`src/rtl/quad_pkg.sv`:
```
package quad_pkg;
  // Strobes handed from the sampling control to the counting datapath.
  typedef struct packed {
    logic stepUp;
    logic stepDown;
    logic dblChange;
  } quadStrobe_t;
endpackage

```
`src/rtl/quad_ctrl.sv`:
```
module quad_ctrl
  import quad_pkg::*;
#(
  parameter int DIV_W       = 8,
  parameter int SYNC_STAGES = 2
) (
  input  logic             clk,
  input  logic             rstN,
  input  logic             chanA,
  input  logic             chanB,
  input  logic [DIV_W-1:0] divisor,
  input  logic             decodeEn,
  input  logic             dirInvert,
  output quadStrobe_t      strobe
);
  localparam int LAST = SYNC_STAGES - 1;

  logic [1:0]       syncPipe [SYNC_STAGES];
  logic [1:0]       prevPair;
  logic [1:0]       curPair;
  logic [DIV_W-1:0] divCnt;
  logic [DIV_W-1:0] effDiv;
  logic             sampleTick;
  logic             fwdStep, bwdStep, bothMoved;

  // Synchronizer chain, one register per stage.
  always_ff @(posedge clk or negedge rstN) begin
    if (!rstN) syncPipe[0] <= 2'b00;
    else       syncPipe[0] <= {chanA, chanB};
  end

  generate
    for (genvar s = 1; s < SYNC_STAGES; s++) begin : g_sync
      always_ff @(posedge clk or negedge rstN) begin
        if (!rstN) syncPipe[s] <= 2'b00;
        else       syncPipe[s] <= syncPipe[s-1];
      end
    end
  endgenerate

  assign curPair = syncPipe[LAST];

  // Sample-instant divider; a zero divisor is treated as one.
  assign effDiv     = (divisor == '0) ? DIV_W'(1) : divisor;
  assign sampleTick = (divCnt == '0);

  always_ff @(posedge clk or negedge rstN) begin
    if (!rstN)           divCnt <= '0;
    else if (sampleTick) divCnt <= effDiv - DIV_W'(1);
    else                 divCnt <= divCnt - DIV_W'(1);
  end

  // Reference pair follows every sample, also while decoding is off.
  always_ff @(posedge clk or negedge rstN) begin
    if (!rstN)           prevPair <= 2'b00;
    else if (sampleTick) prevPair <= curPair;
  end

  function automatic logic [1:0] grayNext(input logic [1:0] st);
    case (st)
      2'b00:   return 2'b01;
      2'b01:   return 2'b11;
      2'b11:   return 2'b10;
      default: return 2'b00;
    endcase
  endfunction

  assign fwdStep   = (curPair == grayNext(prevPair));
  assign bwdStep   = (prevPair == grayNext(curPair));
  assign bothMoved = (curPair == ~prevPair);

  always_comb begin
    strobe           = '0;
    if (sampleTick && decodeEn) begin
      strobe.stepUp    = dirInvert ? bwdStep : fwdStep;
      strobe.stepDown  = dirInvert ? fwdStep : bwdStep;
      strobe.dblChange = bothMoved;
    end
  end
endmodule

```
`src/rtl/quad_datapath.sv`:
```
module quad_datapath
  import quad_pkg::*;
#(
  parameter int CNT_W = 32
) (
  input  logic             clk,
  input  logic             rstN,
  input  quadStrobe_t      strobe,
  input  logic             loadEn,
  input  logic [CNT_W-1:0] loadValue,
  input  logic             errClear,
  output logic [CNT_W-1:0] position,
  output logic             countError
);
  localparam logic [CNT_W-1:0] ONE = CNT_W'(1);

  always_ff @(posedge clk or negedge rstN) begin
    if (!rstN)                position <= '0;
    else if (loadEn)          position <= loadValue;
    else if (strobe.stepUp)   position <= position + ONE;
    else if (strobe.stepDown) position <= position - ONE;
  end

  // A fresh double change outranks a clear arriving in the same cycle.
  always_ff @(posedge clk or negedge rstN) begin
    if (!rstN)                 countError <= 1'b0;
    else if (strobe.dblChange) countError <= 1'b1;
    else if (errClear)         countError <= 1'b0;
  end
endmodule

```
`src/rtl/quad_decoder.sv`:
```
module quad_decoder
  import quad_pkg::*;
#(
  parameter int CNT_W       = 32,
  parameter int DIV_W       = 8,
  parameter int SYNC_STAGES = 2
) (
  input  logic             clk,
  input  logic             rstN,
  input  logic             chanA,
  input  logic             chanB,
  input  logic [DIV_W-1:0] divisor,
  input  logic             decodeEn,
  input  logic             dirInvert,
  input  logic             errClear,
  input  logic             loadEn,
  input  logic [CNT_W-1:0] loadValue,
  output logic [CNT_W-1:0] position,
  output logic             countError
);
  quadStrobe_t strobe;

  quad_ctrl #(.DIV_W(DIV_W), .SYNC_STAGES(SYNC_STAGES)) u_ctrl (
    .clk(clk), .rstN(rstN), .chanA(chanA), .chanB(chanB),
    .divisor(divisor), .decodeEn(decodeEn), .dirInvert(dirInvert),
    .strobe(strobe)
  );

  quad_datapath #(.CNT_W(CNT_W)) u_dp (
    .clk(clk), .rstN(rstN), .strobe(strobe), .loadEn(loadEn),
    .loadValue(loadValue), .errClear(errClear),
    .position(position), .countError(countError)
  );
endmodule

```
`config.mk`:
```
export PLATFORM = sky130hd
export DESIGN_NAME = quad_decoder
export DESIGN_NICKNAME = d
export VERILOG_FILES = /design/src/rtl/quad_pkg.sv /design/src/rtl/quad_ctrl.sv /design/src/rtl/quad_datapath.sv /design/src/rtl/quad_decoder.sv
export SDC_FILE = /design/constraint.sdc
export NUM_CORES = 1
export LEC_CHECK = 0
export BUFFER_PORTS_ARGS = -buffer_cell sky130_fd_sc_hd__clkbuf_2
export CAP_MARGIN = 10
export CORE_MARGIN = 3
export CORE_UTILIZATION = 45
export CTS_BUF_LIST = sky130_fd_sc_hd__clkbuf_16
export CTS_CLUSTER_SIZE = 25
export DETAILED_ROUTE_END_ITERATION = 8
export HOLD_SLACK_MARGIN = 0.08
export PLACE_DENSITY = 0.67
export SYNTH_ARGS = -nofsm -noshare
export SYNTH_HDL_FRONTEND = slang
export SYNTH_SLANG_ARGS = --single-unit
```
`constraint.sdc`:
```
create_clock -name clk -period 5.25 [get_ports clk]
set_input_delay 1.575 -clock clk [delete_from_list [all_inputs] [get_ports clk]]
set_output_delay 1.575 -clock clk [all_outputs]
set_load 0.02 [all_outputs]
```
## After elaboration in Yosys (flattened, before gate mapping)

Index checks and enable logic that the tools add are counted.

- Flip-flop bits (word level): 47
- Input port bits: 48
- Output and inout port bits: 33
- Word-level logic and storage cells: 37

- $add $sub $neg: 4
- Eq/ne operators: 7
- Multiplexer cells: 12
- Bitwise gates (word level): 1
- Reductions and logical operators: 7

Operators with widths:

| cell | count |
|---|---|
| 32-bit two-way mux | 3 |
| 32-bit by 1-bit adder with 32-bit output, second input constant | 1 |
| 32-bit by 1-bit subtractor with 32-bit output, second input constant | 1 |
| 8-bit zero test | 2 |
| 8-bit two-way mux | 2 |
| 8-bit by 1-bit subtractor with 8-bit output, second input constant | 2 |
| 2-bit case mux with 3 select lines | 2 |
| 2-bit == test | 3 |
| 2-bit by 1-bit == test with 1-bit output, second input constant | 2 |
| 2-bit == test, second input constant | 2 |
| 2-bit zero test | 2 |
| 1-bit two-way mux | 4 |
| 3-bit two-way mux | 1 |
| 3-bit nonzero test | 1 |
| 2-bit NOT | 1 |
| 2-bit nonzero test | 1 |
| 1-bit logical AND | 1 |

## Longest topological paths before layout

Gate-level depths: netlist of run 1.

- Depth after elaboration: 8
- Depth in mapped cells: 15
- Mapped depth without buffers: 15

## By module

Synthesis of run 1 repeated with hierarchy kept, for this count alone.

- Cells, all modules: 466
- Area, all modules: 3932.5 sq um

By module, submodules not included:

| module | times used | cells each | area each (sq um) | seq. area each (sq um) |
|---|---|---|---|---|
| quad_datapath | 1 | 382 | 3126.7 | 825.8 |
| quad_ctrl | 1 | 84 | 805.8 | 350.3 |

## Worst setup path after synthesis of run 1

No wires, ideal clock.

- Path type: input port to flip-flop
- Start point: input dirInvert
- End point: register u_dp.position[27]
- Setup time: 0.131 ns
- Arrival time: 4.232 ns
- Data required time: 5.119 ns
- Setup slack: 0.887 ns
- Stages: 12
- Buffers on the path: 0
- Cell sequence: nor3_1 > nor2_1 > or2_2 > ha_1 > a21oi_1 > o21ai_2 > o2111ai_2 > a21oi_2 > a221o_1 > a311oi_2 > xor2_1 > o211ai_1

- Cells in the longest elaborated chain, start to end: 4
- Elaborated cells on any way between the ends: 6
- Classes of those cells: 5 x mux; 1 x reduce/logical

RTL lines:

| what | RTL line | source |
|---|---|---|
| start: declaration | quad_decoder.sv:14 | `input logic dirInvert,` |
| 1-bit two-way mux | quad_ctrl.sv:75 | `strobe.stepUp = dirInvert ? bwdStep : fwdStep;` |
| 3-bit two-way mux * | quad_ctrl.sv:74 | `if (sampleTick && decodeEn) begin` |
| 32-bit two-way mux | quad_datapath.sv:20 | `else if (strobe.stepUp) position <= position + ONE;` |
| 32-bit two-way mux | quad_datapath.sv:19 | `else if (loadEn) position <= loadValue;` |
| end signal: assignment | quad_datapath.sv:19 |  |
| end signal: assignment | quad_datapath.sv:20 |  |
| end signal: assignment | quad_datapath.sv:21 | `else if (strobe.stepDown) position <= position - ONE;` |
| end: declaration | quad_datapath.sv:12 | `output logic [CNT_W-1:0] position,` |

Every way passes the cells marked *; elsewhere a longest branch is shown, timed or not.
A chain may end at the register's enable or synchronous reset.

## Worst setup path after layout of run 1

- Start point: input dirInvert
- End point: register u_dp.position[24]

The elaborated chain is that of the path after synthesis.

==> results of run 1 <==
-- power groups by stage --
stage | Sequential, mW | Clock [mW] | Combinational (mW)
global route | 0.497 | 0.369 | 0.562
finish | 0.487 | 0.343 | 0.504
CTS | 0.486 | 0.351 | 0.502
detailed placement | 0.492 | 0 | 0.501
global placement | 0.492 | 0 | 0.494
floorplan | 0.508 | 0 | 0.344
-- Yosys cell counts, types with 6 or more instances --
| cell | instances | share of area |
|---|---|---|
| o221ai_1 | 6 | 0.014 |
| a211oi_1 | 7 | 0.014 |
| o21a_1 | 7 | 0.014 |
| xor2_1 | 14 | 0.032 |
| o211ai_1 | 9 | 0.017 |
| ha_1 | 32 | 0.10 |
| nor2_1 | 40 | 0.039 |
| inv_1 | 17 | 0.016 |
| xnor2_1 | 21 | 0.047 |
| a31oi_1 | 9 | 0.015 |
| a21oi_1 | 56 | 0.072 |
| nand3_1 | 11 | 0.014 |
| nand2_1 | 49 | 0.047 |
| clkbuf_1 | 21 | 0.020 |
| dfrtp_1 | 47 | 0.30 |
| nor3_1 | 11 | 0.014 |
| o21ai_0 | 40 | 0.052 |
| nand4_1 | 7 | 0.011 |
| a21o_1 | 17 | 0.033 |
-- cell type report --
type / count / share of cell area
multi-input combinational: 389 / 0.562
sequential: 47 / 0.261
timing repair buffer: 86 / 0.0988
tap: 105 / 0.0291
clock buffer: 5 / 0.0277
inverter: 17 / 0.0142
clock inverter: 3 / 0.00694
-- critical path, delay by kind of cell --
family                   cells  cell delay, ps
AO/OA/AOI/OAI                6            1400
XOR/XNOR                     1             160
adder cells (fa/ha/maj)      1             420
buffers and inverters        2             260
AND/OR/NAND/NOR              4             880
-- stage by stage --
stage / power (mW) / utilization / hold slack [ps]
final: 1.33 / 0.543 / 350
after global routing: 1.43 / 0.543 / 358
after CTS: 1.34 / 0.543 / 352
after detailed placement: 0.993 / 0.524 / 335
after global placement: 0.985 / 0.524 / 333
after floorplan: 0.853 / - / 331
-- kinds of logic (layout without fill, tap and decap cells) --
group | count (synthesis) | count (layout) | synth area share
AOI/OAI and AO/OA | 173 | 173 | 0.283
and+or+nand+nor | 141 | 141 | 0.165
DFF | 47 | 47 | 0.304
buffers and inverters | 42 | 111 | 0.0420
xor gates and xnor gates | 35 | 35 | 0.0791
adders and majority gates | 33 | 33 | 0.108
muxes | 7 | 7 | 0.0187
-- layer usage --
metal / GRT usage / wire (um) / up-vias
li1: - / - / 1869
met1: 0.305 / 4930 / 1755
met2: 0.338 / 4720 / 105
met3: 0.0311 / 505 / 9
met4: 0.0599 / 126 / 0
met5: 0 / 0 / -
-- worst paths after layout --
kind / start / endpoint / slack, ps / depth (start not counted)
worst min register to register: u_ctrl.syncPipe[2] / u_ctrl.curPair[0] / 350 / 0
worst max register to register: u_ctrl.divCnt[1] / u_dp.position[24] / 1120 / 14
worst max-delay path: dirInvert / u_dp.position[24] / 720 / 14
worst min-delay path: u_ctrl.syncPipe[2] / u_ctrl.curPair[0] / 350 / 0
min in group asynchronous: rstN / u_dp.position[26] / 1380 / 2
max in group asynchronous: rstN / u_dp.position[6] / 3460 / 2
-- flip-flops by register name (all words and copies together), names as in the netlist --
register / flops
u_dp.position: 32
u_ctrl.prevPair: 2
u_ctrl.syncPipe: 2
u_ctrl.curPair: 2
u_dp.countError: 1
u_ctrl.divCnt: 8
==> impl_results.md, run 1 <==
* Starting density of the core at 0.467
* Gr ovfl total at 0
* Slowest-stage cell, CP: or2_2
* Kind of critical path: in -> reg
* Worst Path Max Fanout at 24
* Syn avg cell area at 8.11 um^2
* Slew headroom at 0.434
* Minimum clock period at between 4000 and 5000 ps
* CP Launch Type: primary input
* Clk buf depth at 2
* Syn Inst Count at around 480
* # IOs at 81
* Area Overhead vs Synth at 16.4%
* Placed cell areas at approximately 0.0044 mm^2
* Final worst setup slack at 716 ps
* Most common library cell in the layout ignoring fill and taps: clkbuf_2
* Die Y at 98.8 um
* Worst slew pin tran at approximately 850 ps
* GRT Total Usage at 0.214
* Worst skew pair latency at between 200 and 300 ps
* P per Cell Area at around 300 mW/mm^2
* Vias in the first global route at between 3k and 4k
* Count of final hold-check violations at 0
* Initial antenna violation count at 0
* Internal power at between 0.8 and 0.9 mW
* Root buf cell: clkbuf_16
* Net Sw Frac at 0.381
* Vias/cell at roughly 5.7
* Part of the cycle the worst path needs at 0.864
* Area of the multi-input gates at between 0.002 and 0.003 mm^2
* Slowest Stage Delay on Critical Path at 430 ps
* Die width at ~99 um
* CTS Hold Bufs at 0
* Setup Fix Bufs, Post-CTS at 0
* Ant diodes at 0
* Hold WC Path Type: reg -> reg
* # DRC at 0
* Leakage power at 2.04 nW
* Library cells used by synthesis at 50
* Vias at between 3k and 4k
* CTS Sinks at 47
* Cell Area, Synth at a little under 0.004 mm^2
* CP required at about 5400 ps
* CTS tree: done
* DP Worst Slack at around 440 ps
* Status: finished clean
* Fin area at about 0.0045 mm^2
* Core outline area at approximately 0.0083 mm^2
* Seq/Total Area, Yosys at 0.304
* YS warnings at 0
* Worst path cell trace: clkbuf_2, and3_1, nor2_1, or2_2, inv_1, fa_1, nor2b_1, o211ai_1, a211oi_1, o21ai_1, o31ai_4, a21boi_0, xor2_1, o221ai_1
* GPL Wtd Cong at 0.926
* Half-perimeter wire length after placement at around 7700 um
* Largest net degree at the start of global routing at 57
* EDFF count, synth at 0
* IO Port Bufs at 80
* Initial DRC count at 178
* Placed cells at ~640
* Critical Path Sink Type: register
* Die Area at 0.00976 mm^2
* Final TNS setup at 0 ps
* First-pass GRT wire length at ~17,000 um
* FP Rows at 33
* Register area at about 0.0012 mm^2
* Reg clk slew, reported paths at roughly 70 ps
* Commonest cells after routing, fill and taps aside: 80 x clkbuf_2, 56 x a21oi_1, 49 x nand2_1, 47 x dfrtp_1
* Max Slew Vio Count at 0
* Final Skew at about 5.3 ps
* F_max at roughly 220 MHz
* Nets at about 630
* H-tree depth at 2
* Net Count, Synth at ~560
* Comb pwr share at 0.378
* Antenna Nets Post-Route at 0
* Asr flop ratio synth at 1.00
* Setup-failing EPs final at 0
* Clk pwr share at 0.257
* Max-cap violation count at 0
* Critical path arrival at about 4700 ps
* Fill cells at around 770
* Share of cells above drive strength 1 at 0.192
* Top_reg_cell synth: dfrtp_1
* DRT Pass-1 Iters at 5
* VDD IR max at ~150 uV
* Fin cells at roughly 650
* Psw at slightly above 0.5 mW
* Number of synthesized register bits at 47
* Sequential share of power at 0.365
* WL final at a little over 10,000 um
* RSZ-0062 raised after global routing: no
* CTS resizes at 0
* Total CTS buffers at 5
* Avg WL per Cell at 15.8 um
(Power assumes the default switching activity.)
==> run 2, diff against run 1 <==
CORE_ASPECT_RATIO = 2   (was not set)
CORE_MARGIN = 8   (was 3)
==> run 2 against run 1 <==
Net effect:
- first-iteration DRC count grew 46%
- fmax is 1.3% higher
- die area grew 23%
- total power grew 0.72%
- flip-flop and latch count stayed put
- non-clock buffer count is the same
- largest cell class unchanged
==> impl_results.md, run 2 (synthesis results as in run 1) <==
* Status: finished clean (unchanged)
* Initial DRC count at 260 (was 178)
* # DRC at 0 (unchanged)
* DP Worst Slack at 464 ps (was 435 ps)
* F_max at 223 MHz (was 221 MHz)
* Ant diodes at 0 (unchanged)
* Critical Path Sink Type: register (unchanged)
* Final TNS setup at 0 ps (unchanged)
* Area Overhead vs Synth at 16.1% (was 16.4%)
* Fin cells at 647 (was 652)
* Slowest-stage cell, CP: or2_2 (unchanged)
* CTS tree: done (unchanged)
* P per Cell Area at 299 mW/mm^2 (was 296 mW/mm^2)
* CTS Sinks at 47 (unchanged)
* Hold slack final at 350 ps (about the same)
* Reg2reg start: u_ctrl.divCnt[1] (unchanged)
* Root buf cell: clkbuf_16 (unchanged)
* Clk buf depth at 2 (unchanged)
* Max Slew Vio Count at 0 (unchanged)
* Hold WC Path Type: reg -> reg (unchanged)
* HP Start: u_ctrl.syncPipe[3] (was u_ctrl.syncPipe[2])
* Gr ovfl total at 0 (unchanged)
* Setup Fix Bufs, Post-CTS at 0 (unchanged)
* Share of cells above drive strength 1 at 0.192 (unchanged)
* Antenna Nets Post-Route at 0 (unchanged)
* Half-perimeter wire length after placement at 9150 um (was 7750 um)
* H-tree depth at 2 (unchanged)
* Most common library cell in the layout ignoring fill and taps: clkbuf_2 (unchanged)
* Minimum clock period at 4480 ps (was 4530 ps)
* FF-to-FF path depth at 14 (unchanged)
* Largest net degree at the start of global routing at 57 (unchanged)
* Worst path cell trace: clkbuf_2, and3_1, nor2_1, or2_2, inv_1, fa_1, nor2b_1, o211ai_1, a21oi_1, a31o_2, a31oi_1, o31ai_1, mux2i_1, nand3_1 (was clkbuf_2, and3_1, nor2_1, or2_2, inv_1, fa_1, nor2b_1, o211ai_1, a211oi_1, o21ai_1, o31ai_4, a21boi_0, xor2_1, o221ai_1)
* Largest regs: u_dp.position (32), u_ctrl.divCnt (8) (unchanged)
* Die Y at 147 um (was 98.8 um)
* Worst Path Max Fanout at 27 (was 24)
* GPL Wtd Cong at 0.930 (was 0.926)
* Setup-failing EPs final at 0 (unchanged)
* FP Rows at 48 (was 33)
* Max FFs per register at 32 (unchanged)
* RSZ-0062 raised after global routing: no (unchanged)
* Vias/cell at 5.93 (was 5.73)
* Vias in the first global route at 3,958 (was 3,643)
* Critical path arrival at 4660 ps (was 4690 ps)
* Count of final hold-check violations at 0 (unchanged)
* GRT Total Usage at 0.197 (was 0.214)
* Total CTS buffers at 5 (unchanged)
* Final worst setup slack at 773 ps (was 716 ps)
* Max-cap violation count at 0 (unchanged)
* Slowest Stage Delay on Critical Path at 490 ps (was 430 ps)
* DRT Pass-1 Iters at 5 (unchanged)
* CP required at 5430 ps (was 5400 ps)
* Worst slew pin tran at 762 ps (was 847 ps)
* Nets at 627 (unchanged)
* Crit. Startpoint: dirInvert (unchanged)
* Placed cell areas at 0.00435 mm^2 (about the same)
* Die width at 81.6 um (was 98.8 um)
* Starting density of the core at 0.454 (was 0.467)
* CTS resizes at 0 (unchanged)
* # IOs at 81 (unchanged)
* Vias at 3,837 (was 3,738)
* Initial antenna violation count at 0 (unchanged)
* Reg-to-Reg End: u_dp.position[27] (was u_dp.position[24])
* Core outline area at 0.00853 mm^2 (was 0.00830 mm^2)
* CP endpoint: u_dp.position[30] (was u_dp.position[24])
* Avg WL per Cell at 18.0 um (was 15.8 um)
* Kind of critical path: in -> reg (unchanged)
* First-pass GRT wire length at 18,700 um (was 17,400 um)
* WL final at 11,700 um (was 10,300 um)
* Slew headroom at 0.491 (was 0.434)
* Leakage power at 2.03 nW (was 2.04 nW)
* Reg2reg setup slack at 1160 ps (was 1120 ps)
* Fin area at 0.00450 mm^2 (was 0.00451 mm^2)
* IO Port Bufs at 80 (unchanged)
* Part of the cycle the worst path needs at 0.853 (was 0.864)
* Placed cells at 639 (was 644)
* VDD IR max at 159 uV (was 154 uV)
* Largest Register: u_dp.position (unchanged)
* CTS Hold Bufs at 0 (unchanged)
* Reg clk slew, reported paths at 70 ps (about the same)
* Final Skew at 6.74 ps (was 5.30 ps)
* Commonest cells after routing, fill and taps aside: 80 x clkbuf_2, 56 x a21oi_1, 49 x nand2_1, 47 x dfrtp_1 (unchanged)
* CP Launch Type: primary input (unchanged)
* Worst skew pair latency at 300 ps (was 290 ps)
* Die Area at 0.0120 mm^2 (was 0.00976 mm^2)
run 2: cell types whose count changed in the layout (fill, tap and decap cells not counted):
cell / before / now
clkinvlp_4: 0 / 1
inv_8: 2 / 1
run 2: critical path: cells and delay by family:
family	cells	cell delay, ps
adder cells (fa/ha/maj)	1	410
buffers and inverters	2	270
multiplexers	1	220
AO/OA/AOI/OAI	5	1170
AND/OR/NAND/NOR	5	990
run 2: how the worst min path moves through the flow:
stage	endpoint	slack (ps)	depth (start not counted)
after floorplan	u_ctrl.curPair[0]	330	0
after global placement	u_ctrl.curPair[1]	330	0
after detailed placement	u_ctrl.curPair[1]	330	0
after CTS	u_ctrl.curPair[1]	350	0
after global routing	u_ctrl.curPair[0]	360	0
final	u_ctrl.curPair[1]	350	0
run 2: power by group:
group	switching [mW]	internal [mW]
combinational	0.300	0.214
clock	0.157	0.182
sequential	0.0635	0.426
run 2: final cells by class:
cell class | instances | area [um^2]
clock inverter | 3 | 27.5
timing repair buffer | 86 | 445
inverter | 17 | 63.8
clock buffer | 5 | 125
sequential | 47 | 1180
multi-input combinational | 389 | 2540
fill | 835 | 4030
tap | 100 | 125
run 2: metal layers:
layer  routed length [um]  track usage
met5                    0            0
met4                  456        0.105
met3                  557       0.0282
met2                 6360        0.360
met1                 4290        0.201
run 2: per-stage QoR:
| step | power, mW | utilization |
|---|---|---|
| final | 1.34 | 0.528 |
| after detailed placement | 1.01 | 0.510 |
| after global routing | 1.43 | 0.528 |
| after global placement | 0.995 | 0.510 |
| after CTS | 1.35 | 0.528 |
| after floorplan | 0.853 | - |
==> run 3, diff against run 2 <==
==> constraint.sdc (replaced) <==
create_clock -name clk -period 5.15 [get_ports clk]
set_input_delay 0.2575 -clock clk [delete_from_list [all_inputs] [get_ports clk]]
set_output_delay 0.2575 -clock clk [all_outputs]
set_load 0.02 [all_outputs]
==> run 3 against run 2 <==
Net effect:
- sequential share of layout area down 0.087 points
- total power up 1.6%
- combinational power is 1% higher
- clock skew barely moved
- largest power group unchanged
==> impl_results.md, run 3 (synthesis results as in run 1) <==
* Status: finished clean (unchanged)
* CP Launch Type: register (was primary input)
* Slew headroom at 0.488 (was 0.491)
* Vias in the first global route at 3,986 (was 3,958)
* Fill cells at 849 (was 835)
* Reg clk slew, reported paths at 70 ps (about the same)
* Antenna Nets Post-Route at 0 (unchanged)
* Placed cells at 637 (was 639)
* Initial antenna violation count at 0 (unchanged)
* Total CTS buffers at 5 (unchanged)
* M3 GR Usage at 0.0300 (was 0.0282)
* P per Cell Area at 302 mW/mm^2 (was 299 mW/mm^2)
* Critical path arrival at 4380 ps (was 4660 ps)
* Crit-path leading delay family: compound AO/OA/AOI/OAI gates (unchanged)
* Vias/cell at 5.86 (was 5.93)
* VDD IR max at 158 uV (was 159 uV)
* Kind of critical path: reg -> reg (was in -> reg)
* Root buf cell: clkbuf_16 (unchanged)
* Max FFs per register at 32 (unchanged)
* Largest regs: u_dp.position (32), u_ctrl.divCnt (8) (unchanged)
* Register area at 0.00118 mm^2 (unchanged)
* Net Sw Frac at 0.386 (was 0.388)
* Largest net degree at the start of global routing at 58 (was 57)
* Worst Path Max Fanout at 34 (was 27)
* First-pass GRT wire length at 18,600 um (was 18,700 um)
* GRT Total Usage at 0.195 (was 0.197)
* F_max at between 200 and 250 MHz
* Critical Path Sink Type: register (unchanged)
* Count of final hold-check violations at 0 (unchanged)
* Max Slew Vio Count at 0 (unchanged)
* CTS tree: done (unchanged)
* WL final at 11,400 um (was 11,700 um)
* Setup-failing EPs final at 0 (unchanged)
* CTS Sinks at 47 (unchanged)
* Fin cells at 648 (was 647)
* Slowest Stage Delay on Critical Path at 590 ps (was 490 ps)
* Clk pwr share at 0.253 (was 0.252)
* Worst skew pair latency at 300 ps (about the same)
* Part of the cycle the worst path needs at 0.816
* Nets at 628 (was 627)
* IO Port Bufs at 80 (unchanged)
* Area of the multi-input gates at 0.00254 mm^2 (unchanged)
* Die Area at 0.0120 mm^2 (unchanged)
* Worst path cell trace: nor4_1, nand2_1, nor2_1, nand2_1, or2_2, ha_1, a21oi_1, o21ai_0, a21oi_1, a21oi_2, a221o_1, a311oi_2, xor2_1, o211ai_1 (was clkbuf_2, and3_1, nor2_1, or2_2, inv_1, fa_1, nor2b_1, o211ai_1, a21oi_1, a31o_2, a31oi_1, o31ai_1, mux2i_1, nand3_1)
* Worst slew pin tran at 767 ps (was 762 ps)
* Final worst setup slack at 950 ps (was 773 ps)
* Core outline area at 0.00853 mm^2 (unchanged)
* Grt met1 use at 0.194 (was 0.201)
* Initial DRC count at 219 (was 260)
* Comb pwr share at 0.381 (was 0.383)
* Avg WL per Cell at 17.7 um (was 18.0 um)
* Max-cap violation count at 0 (unchanged)
* Minimum clock period at about 4200 ps
* Met2 Use GR at 0.368 (was 0.360)
* Area Overhead vs Synth at 16.5% (was 16.1%)
* Vias at 3,796 (was 3,837)
* Ant diodes at 0 (unchanged)
* Half-perimeter wire length after placement at 9010 um (was 9150 um)
* Psw at 0.526 mW (was 0.521 mW)
* Leakage power at 2.04 nW (was 2.03 nW)
* RSZ-0062 raised after global routing: no (unchanged)
* CTS Hold Bufs at 3 (was 0)
* CP required at 5330 ps (was 5430 ps)
* Die Y at 147 um (unchanged)
* Most common library cell in the layout ignoring fill and taps: clkbuf_2 (unchanged)
* Hold WC Path Type: in -> reg (was reg -> reg)
* Hold slack final at 133 ps (was 350 ps)
* Largest Register: u_dp.position (unchanged)
* Final Skew at 6.50 ps (was 6.74 ps)
* Starting density of the core at 0.454 (unchanged)
* CTS resizes at 0 (unchanged)
* FP Rows at 48 (unchanged)
* Sequential share of power at 0.365 (about the same)
* Clk buf depth at 2 (unchanged)
* # IOs at 81 (unchanged)
* Internal power at 0.838 mW (was 0.822 mW)
* Slowest-stage cell, CP: or2_2 (unchanged)
* Final TNS setup at 0 ps (unchanged)
* DP Worst Slack at 1020 ps (was 464 ps)
* GPL Wtd Cong at 0.965 (was 0.930)
* Gr ovfl total at 0 (unchanged)
* Setup Fix Bufs, Post-CTS at 0 (unchanged)
* Die width at 81.6 um (unchanged)
* Share of cells above drive strength 1 at 0.188 (was 0.192)
* Grt peak-use layer: met2 (unchanged)
* H-tree depth at 2 (unchanged)
* # DRC at 0 (unchanged)
* DRT Pass-1 Iters at 4 (was 5)
* Commonest cells after routing, fill and taps aside: 80 x clkbuf_2, 56 x a21oi_1, 49 x nand2_1, 47 x dfrtp_1 (unchanged)
* Worst Path Buf+Inv at 0 (was 2)
[run 3: worst reg2reg max path: stages (launching register included)]
cell      delay [ps]
dfrtp_1          400
nor4_1           360
nand2_1          150
nor2_1           170
nand2_1           90
or2_2            590
ha_1             540
a21oi_1          280
o21ai_0          150
a21oi_1          230
a21oi_2           90
a221o_1          470
a311oi_2         320
xor2_1           160
o211ai_1          90
[run 3: per-layer routing]
metal | wire length, um | share of wire
met1 | 4250 | 0.37
met2 | 6310 | 0.55
met3 | 484 | 0.042
met4 | 395 | 0.035
met5 | 0 | 0
[run 3: power groups by stage]
stage               clock (mW)  combinational (mW)  sequential, mW
floorplan                    0               0.351           0.518
CTS                      0.353               0.520           0.497
finish                   0.346               0.520           0.498
detailed placement           0               0.516           0.504
global route             0.365               0.577           0.507
global placement             0               0.509           0.502
[run 3: final timing paths]
check,startpoint,endpoint,slack (ps),cells past startpoint
worst min-delay path,errClear,u_dp.countError,130,2
max in group asynchronous,rstN,u_dp.position[12],4130,3
worst max-delay path,u_ctrl.divCnt[1],u_dp.position[27],950,14
worst max register to register,u_ctrl.divCnt[1],u_dp.position[27],950,14
min in group asynchronous,rstN,u_ctrl.curPair[0],590,3
worst min register to register,u_ctrl.syncPipe[3],u_ctrl.curPair[1],350,0
[run 3: final cells by class]
cell class | count | share of cell area
multi-input cells | 389 | 0.562
flip-flops and latches | 47 | 0.261
inverters | 17 | 0.0141
clock inverters | 3 | 0.00610
repair buffers | 87 | 0.102
clock buffers | 5 | 0.0277
well taps | 100 | 0.0277
[run 3: metrics by stage]
stage | instance area, um^2 | util | power (mW)
2_1_floorplan | 3870 | - | 0.869
5_1_grt | 4510 | 0.529 | 1.45
4_1_cts | 4510 | 0.529 | 1.37
3_5_place_dp | 4330 | 0.508 | 1.02
6_report | 4510 | 0.529 | 1.36
3_3_place_gp | 4330 | 0.508 | 1.01
